==> src/rtl/pwm_aq_pkg.sv <==
// Shared action encoding and per-event resolution helpers for the PWM
// action qualifier. Assumes 2-bit action fields as listed in the brief.
package pwm_aq_pkg;

    typedef enum logic [1:0] {
        AQ_NONE   = 2'b00,
        AQ_LOW    = 2'b01,
        AQ_HIGH   = 2'b10,
        AQ_TOGGLE = 2'b11
    } aq_act_e;

    // Choose the winning action: compare B, then compare A, then period, then zero.
    function automatic aq_act_e pick_action(
        input aq_act_e on_zero, input aq_act_e on_prd,
        input aq_act_e on_ca,   input aq_act_e on_cb,
        input logic    ev_zero, input logic    ev_prd,
        input logic    ev_ca,   input logic    ev_cb);
        aq_act_e w;
        w = AQ_NONE;
        if (ev_zero && on_zero != AQ_NONE) w = on_zero;
        if (ev_prd  && on_prd  != AQ_NONE) w = on_prd;
        if (ev_ca   && on_ca   != AQ_NONE) w = on_ca;
        if (ev_cb   && on_cb   != AQ_NONE) w = on_cb;
        return w;
    endfunction

    // Apply one action to the current level.
    function automatic logic apply_action(input aq_act_e a, input logic cur);
        case (a)
            AQ_LOW:    return 1'b0;
            AQ_HIGH:   return 1'b1;
            AQ_TOGGLE: return ~cur;
            default:   return cur;
        endcase
    endfunction

endpackage

==> src/rtl/pwm_aq_force_reg.sv <==
// Active force register bank. force_word is treated as the shadow copy;
// it is copied into the active register on a tick at the reload point
// chosen by reload_sel. Assumes tick qualifies every time-base event.
module pwm_aq_force_reg #(
    parameter int NCH = 2,
    localparam int FW = 2 * NCH
) (
    input  logic          clk,
    input  logic          rst_n,
    input  logic          tick,
    input  logic          at_zero,
    input  logic          at_period,
    input  logic [1:0]    reload_sel,
    input  logic [FW-1:0] force_word,
    output logic [FW-1:0] force_act
);

    logic          load_pt;
    logic [FW-1:0] act_q;

    // Decode the reload point from the select code.
    always_comb begin
        case (reload_sel)
            2'b00:   load_pt = at_zero;
            2'b01:   load_pt = at_period;
            2'b10:   load_pt = at_zero | at_period;
            default: load_pt = 1'b1;
        endcase
    end

    // Move shadow force codes into the active register at the reload point.
    always_ff @(posedge clk) begin
        if (!rst_n)                act_q <= '0;
        else if (tick && load_pt)  act_q <= force_word;
    end

    assign force_act = act_q;

    AST_FORCE_HOLD_NO_TICK: assert property (@(posedge clk) disable iff (!rst_n)
        !tick |=> $stable(act_q));
    AST_ZERO_MODE_WAITS: assert property (@(posedge clk) disable iff (!rst_n)
        (tick && reload_sel == 2'b00 && !at_zero) |=> $stable(act_q));
    AST_IMMEDIATE_LOAD: assert property (@(posedge clk) disable iff (!rst_n)
        (tick && reload_sel == 2'b11) |=> act_q == $past(force_word));

endmodule

==> src/rtl/pwm_aq_channel.sv <==
// One output channel: resolves coincident events by fixed priority,
// updates its event state on a tick, and lets an active force code
// override the pin while the state keeps tracking underneath.
module pwm_aq_channel
    import pwm_aq_pkg::*;
(
    input  logic       clk,
    input  logic       rst_n,
    input  logic       tick,
    input  logic       ev_zero,
    input  logic       ev_prd,
    input  logic       ev_ca,
    input  logic       ev_cb,
    input  aq_act_e    on_zero,
    input  aq_act_e    on_prd,
    input  aq_act_e    on_ca,
    input  aq_act_e    on_cb,
    input  logic [1:0] frc,
    output logic       pwm
);

    aq_act_e win;
    logic    ev_q;

    // Resolve the winning action among the events present this cycle.
    always_comb win = pick_action(on_zero, on_prd, on_ca, on_cb,
                                  ev_zero, ev_prd, ev_ca, ev_cb);

    // Event state updates only on a tick, independent of forcing.
    always_ff @(posedge clk) begin
        if (!rst_n)     ev_q <= 1'b0;
        else if (tick)  ev_q <= apply_action(win, ev_q);
    end

    // Output mux: an active force level wins over the event state.
    always_comb begin
        case (frc)
            2'b01:   pwm = 1'b0;
            2'b10:   pwm = 1'b1;
            default: pwm = ev_q;
        endcase
    end

    AST_EVENT_HOLD: assert property (@(posedge clk) disable iff (!rst_n)
        !tick |=> $stable(ev_q));
    AST_TOGGLE_FLIPS: assert property (@(posedge clk) disable iff (!rst_n)
        (tick && win == AQ_TOGGLE) |=> ev_q != $past(ev_q));
    AST_FORCE_LOW_PIN: assert property (@(posedge clk) disable iff (!rst_n)
        frc == 2'b01 |-> !pwm);

endmodule

==> src/rtl/pwm_aq_force.sv <==
// Top of the two-channel action qualifier. Derives compare-up events from
// the time-base inputs, splits the action words into typed fields and
// builds one channel per output. Assumes action word bits 7:6 are zero.
module pwm_aq_force
    import pwm_aq_pkg::*;
#(
    parameter int CNT_W = 16
) (
    input  logic             clk,
    input  logic             rst_n,
    input  logic             tick,
    input  logic [CNT_W-1:0] tb_cnt,
    input  logic             tb_up,
    input  logic             tb_zero,
    input  logic             tb_period,
    input  logic [CNT_W-1:0] cmp_a,
    input  logic [CNT_W-1:0] cmp_b,
    input  logic [9:0]       act_a,
    input  logic [9:0]       act_b,
    input  logic [3:0]       force_word,
    input  logic [1:0]       reload_sel,
    output logic             pwm_a,
    output logic             pwm_b
);

    localparam int NCH = 2;

    logic             hit_ca, hit_cb;
    logic [9:0]       act_w [NCH];
    logic [2*NCH-1:0] force_act;
    logic [NCH-1:0]   pin;

    // Compare events count only while the counter runs upward.
    always_comb begin
        hit_ca = tb_up && (tb_cnt == cmp_a);
        hit_cb = tb_up && (tb_cnt == cmp_b);
    end

    assign act_w[0] = act_a;
    assign act_w[1] = act_b;

    pwm_aq_force_reg #(.NCH(NCH)) u_force (
        .clk        (clk),
        .rst_n      (rst_n),
        .tick       (tick),
        .at_zero    (tb_zero),
        .at_period  (tb_period),
        .reload_sel (reload_sel),
        .force_word (force_word),
        .force_act  (force_act)
    );

    for (genvar g = 0; g < NCH; g++) begin : g_ch
        pwm_aq_channel u_ch (
            .clk     (clk),
            .rst_n   (rst_n),
            .tick    (tick),
            .ev_zero (tb_zero),
            .ev_prd  (tb_period),
            .ev_ca   (hit_ca),
            .ev_cb   (hit_cb),
            .on_zero (aq_act_e'(act_w[g][1:0])),
            .on_prd  (aq_act_e'(act_w[g][3:2])),
            .on_ca   (aq_act_e'(act_w[g][5:4])),
            .on_cb   (aq_act_e'(act_w[g][9:8])),
            .frc     (force_act[2*g +: 2]),
            .pwm     (pin[g])
        );
    end

    assign pwm_a = pin[0];
    assign pwm_b = pin[1];

    AST_RSVD_BITS_A: assert property (@(posedge clk) disable iff (!rst_n)
        act_a[7:6] == 2'b00);
    AST_RSVD_BITS_B: assert property (@(posedge clk) disable iff (!rst_n)
        act_b[7:6] == 2'b00);
    AST_PINS_IDLE_NO_TICK: assert property (@(posedge clk) disable iff (!rst_n)
        !tick |=> ($stable(pwm_a) && $stable(pwm_b)));

endmodule

==> config.mk <==
export PLATFORM = sky130hd
export DESIGN_NAME = pwm_aq_force
export DESIGN_NICKNAME = d
export VERILOG_FILES = /design/src/rtl/pwm_aq_pkg.sv /design/src/rtl/pwm_aq_force_reg.sv /design/src/rtl/pwm_aq_channel.sv /design/src/rtl/pwm_aq_force.sv
export SDC_FILE = /design/constraint.sdc
export NUM_CORES = 1
export LEC_CHECK = 0
export ABC_AREA = 1
export CAP_MARGIN = 15
export CORE_MARGIN = 5
export CORE_UTILIZATION = 38
export DETAILED_ROUTE_END_ITERATION = 16
export PLACE_DENSITY = 0.89
export SLEW_MARGIN = 20
export SYNTH_ARGS = -nofsm -noshare
export SYNTH_HDL_FRONTEND = slang
export SYNTH_SLANG_ARGS = --single-unit
==> constraint.sdc <==
create_clock -name clk -period 1.6 [get_ports clk]
set_input_delay 0.32 -clock clk [delete_from_list [all_inputs] [get_ports clk]]
set_output_delay 0.32 -clock clk [all_outputs]
set_load 0.02 [all_outputs]
==> qor.csv <==
stage,metric,value,unit
outcome,status,"complete, no violations",
worst_setup_path,ff2ff_setup_slack,770,ps
finish,final_common_cell,nand2_1,
worst_setup_path,reg2reg_depth,5,
floorplan,die_x,69.2,µm
clocking,htree_levels,1,
worst_setup_path,crit_fanout,4,
placed_design,io_buffers,77,
power_and_ir_drop,p_int,534,µW
routing,viasPerCell,4.73,
clocking,clock_latency,240,ps
timing,fin_crit_sh,0.944,
worst_setup_path,crit_path_start_kind,input pin,
floorplan,start_util,0.397,
worst_setup_path,worst_ep_required_time,1770,ps
power_and_ir_drop,peakVddDrop,0.000355,V
worst_hold_path,min_path_cells,2,
global_routing,grt_pass1_vias,1859,
power_and_ir_drop,powerDensity,362,nW/µm²
global_routing,antenna_found_initial,0,
logic_synthesis,syn_nets,358,
timing,slew_viol_final,0,
logic_synthesis,synth_seq_cells,6,
power_and_ir_drop,total_leakage_power,1.39,nW
worst_setup_path,cp_num_cells,10,
finish,num_antenna_cells,0,
timing,max_freq,0.662,GHz
floorplan,die-area,4790,µm²
finish,fin_area,2380,µm²
worst_setup_path,setup.worst_path.class,input pin to flip-flop,
logic_synthesis,netlist.area_leader.share,0.310,
worst_setup_path,cpPeakStageDelay,290,ps
global_routing,grt_max_degree,7,
routing,dr.pass1.iters,4,
worst_hold_path,hold_start,g_ch[1].u_ch.ev_q,
floorplan,core_area,3360,µm²
clocking,cts_buffers,3,
logic_synthesis,ys_types,21,
worst_setup_path,path_buf_inv,1,
logic_synthesis,syn_area,1330,µm²
timing,slew_headroom,0.827,
run,max_cap_violations,0,
logic_synthesis,yosys-top-cells-area,"nand2_1 (31%), inv_1 (12%), nor2_1 (10%)",
clocking,clockBufferDepth,2,
clocking,hold_buffers,0,
power_and_ir_drop,finalPower,861,µW
worst_setup_path,regToRegEndpoint,g_ch[0].u_ch.ev_q,
clocking,cts_tree,done,
finish,drive_gt1_frac,0.170,
power_and_ir_drop,switching_share,0.379,
timing,worst_slew_pin_slew,258,ps
logic_synthesis,synthCells,276,
power_and_ir_drop,combPwrFrac,0.652,
routing,ant_nets,0,
timing,rsz0062_at_grt,yes,
timing,tns,0,ps
timing,whs,458,ps
routing,initialDrtViolationCount,156,
worst_setup_path,path_cells,dlygate4sd2_1 -> xnor2_2 -> nand2_1 -> nor2_2 -> nand4_1 -> nand2_1 -> nand3_1 -> nand2_1 -> nand2_1 -> a21oi_1,
worst_setup_path,regToRegStartpoint,g_ch[0].u_ch.ev_q,
logic_synthesis,yosysWarnings,0,
floorplan,ios,82,
logic_synthesis,syn_area_per_cell,4.83,µm²
finish,multiInputGateArea,1160,µm²
worst_hold_path,min_to,g_ch[1].u_ch.ev_q,
power_and_ir_drop,seqPwrFrac,0.194,
routing,vias,1944,
worst_setup_path,crit_top_cell,nand2_1,
finish,instances_no_fill,411,
placed_design,place_inst,407,
power_and_ir_drop,switchingPower,326,µW
finish,nNetsFinal,449,
worst_setup_path,worst_path_dominant_cell_family,simple AND/OR/NAND/NOR gates,
placed_design,place_congestion,0.906,
worst_setup_path,arrival,1680,ps
timing,clock_skew,0,ps
worst_setup_path,cp_slowest_cell,dlygate4sd2_1,
logic_synthesis,ys_seq_area_frac,0.0901,
finish,syn2layout_area_growth,78.2,%
global_routing,grt_pass1_wl,8050,µm
finish,nFillCells,322,
timing,finalCriticalPeriod,1510,ps
worst_hold_path,hp-class,flip-flop to flip-flop,
floorplan,rows,21,
logic_synthesis,post-synth-top-area-cell,nand2_1,
floorplan,die_y,69.2,µm
routing,totalWireLength,4940,µm
clocking,cts_root_buf,clkbuf_4,
placed_design,place_area,2220,µm²
routing,wl_per_cell,12.0,µm
timing,hold_violations,0,
finish,final_cell_mix,"nand2_1 (99), inv_1 (37), nor2_1 (33), clkdlybuf4s50_1 (28), dlygate4sd2_1 (28)",
finish,regArea,120,µm²
global_routing,grtUsageTotal,0.198,
clocking,cts.sinks,6,
clocking,clk_pin_slew,40,ps
timing,setup_viol_count_final,0,
placed_design,dp_hpwl,4260,µm
global_routing,overflow,0,
worst_setup_path,crit_path_end_kind,flip-flop,
power_and_ir_drop,clockPowerShare,0.154,
routing,drc,0,
[through the flow]
step | setup WS (ps) | util
2_1_floorplan | 284 | -
3_3_place_gp | -342 | 0.661
3_5_place_dp | -405 | 0.661
4_1_cts | 4.06 | 0.670
5_1_grt | -30.1 | 0.707
6_report | 89.5 | 0.707
[power by group through the flow]
stage               Clock, mW  Sequential, mW  Combinational, mW
CTS                     0.139           0.166              0.529
finish                  0.132           0.167              0.561
global placement            0           0.168              0.535
detailed placement          0           0.168              0.544
floorplan                   0           0.167              0.243
global route            0.154           0.168              0.620
[cells in the mapped netlist]
master,count
a21oi_1,11
and3_2,1
and3b_1,1
dfxtp_1,6
ha_1,2
inv_1,42
inv_2,6
mux2i_1,1
nand2_1,110
nand2_2,2
nand3_1,10
nand3b_1,4
nand4_1,12
nor2_1,37
nor2_2,7
o21a_1,4
o21ai_0,8
o21ai_1,1
or2_1,1
or2_2,2
xnor2_1,8
[area by class of cell]
| cell class | instances | share of cell area |
|---|---|---|
| clock buffer | 3 | 0.00947 |
| inverter | 48 | 0.0758 |
| multi-input combinational | 222 | 0.486 |
| sequential | 6 | 0.0505 |
| tap | 46 | 0.0242 |
| timing repair buffer | 86 | 0.354 |
[worst max-delay path by stage]
stage                               from                 to
floorplan           u_force.force_act[0]              pwm_a
global placement               tb_cnt[3]  g_ch[1].u_ch.ev_q
detailed placement             tb_cnt[6]  g_ch[0].u_ch.ev_q
CTS                            cmp_a[14]  g_ch[0].u_ch.ev_q
global route                    cmp_b[8]  g_ch[0].u_ch.ev_q
finish                         tb_cnt[6]  g_ch[1].u_ch.ev_q
[metal layers]
| layer | vias up | global-route usage | share of wire |
|---|---|---|---|
| li1 | 1035 | - | - |
| met1 | 840 | 0.255 | 0.44 |
| met2 | 67 | 0.357 | 0.49 |
| met3 | 2 | 0.0304 | 0.061 |
| met4 | 0 | 0.0217 | 0.0043 |
| met5 | - | 0 | 0 |
[worst reg2reg max path, stage by stage (launching register included)]
cell and delay [ps]:
dfxtp_1 310, inv_1 110, nand2_1 70, nor2_1 90
nand2_1 70, a21oi_2 120
[sequential cells by signal (all words and copies together), names as in the netlist]
register	count
u_force.force_act	4
g_ch.u_ch.ev_q	2
[cells by family after synthesis]
logic type | share of synthesized area
and+or+nand+nor | 0.599
AOI/OAI and AO/OA | 0.0976
muxes | 0.00750
DFF | 0.0901
xor gates and xnor gates | 0.0525
buffers and inverters | 0.135
adders and majority gates | 0.0188
[what timing repair did]
item | 4_1_cts | 5_1_grt
gates resized for setup | 54 | 40
pin swaps | 22 | 37
setup buffers | 1 | 0
setup endpoints to repair | 4 | 4
cloned | 0 | 0
No activity file was read; power rests on OpenSTA's default activity.
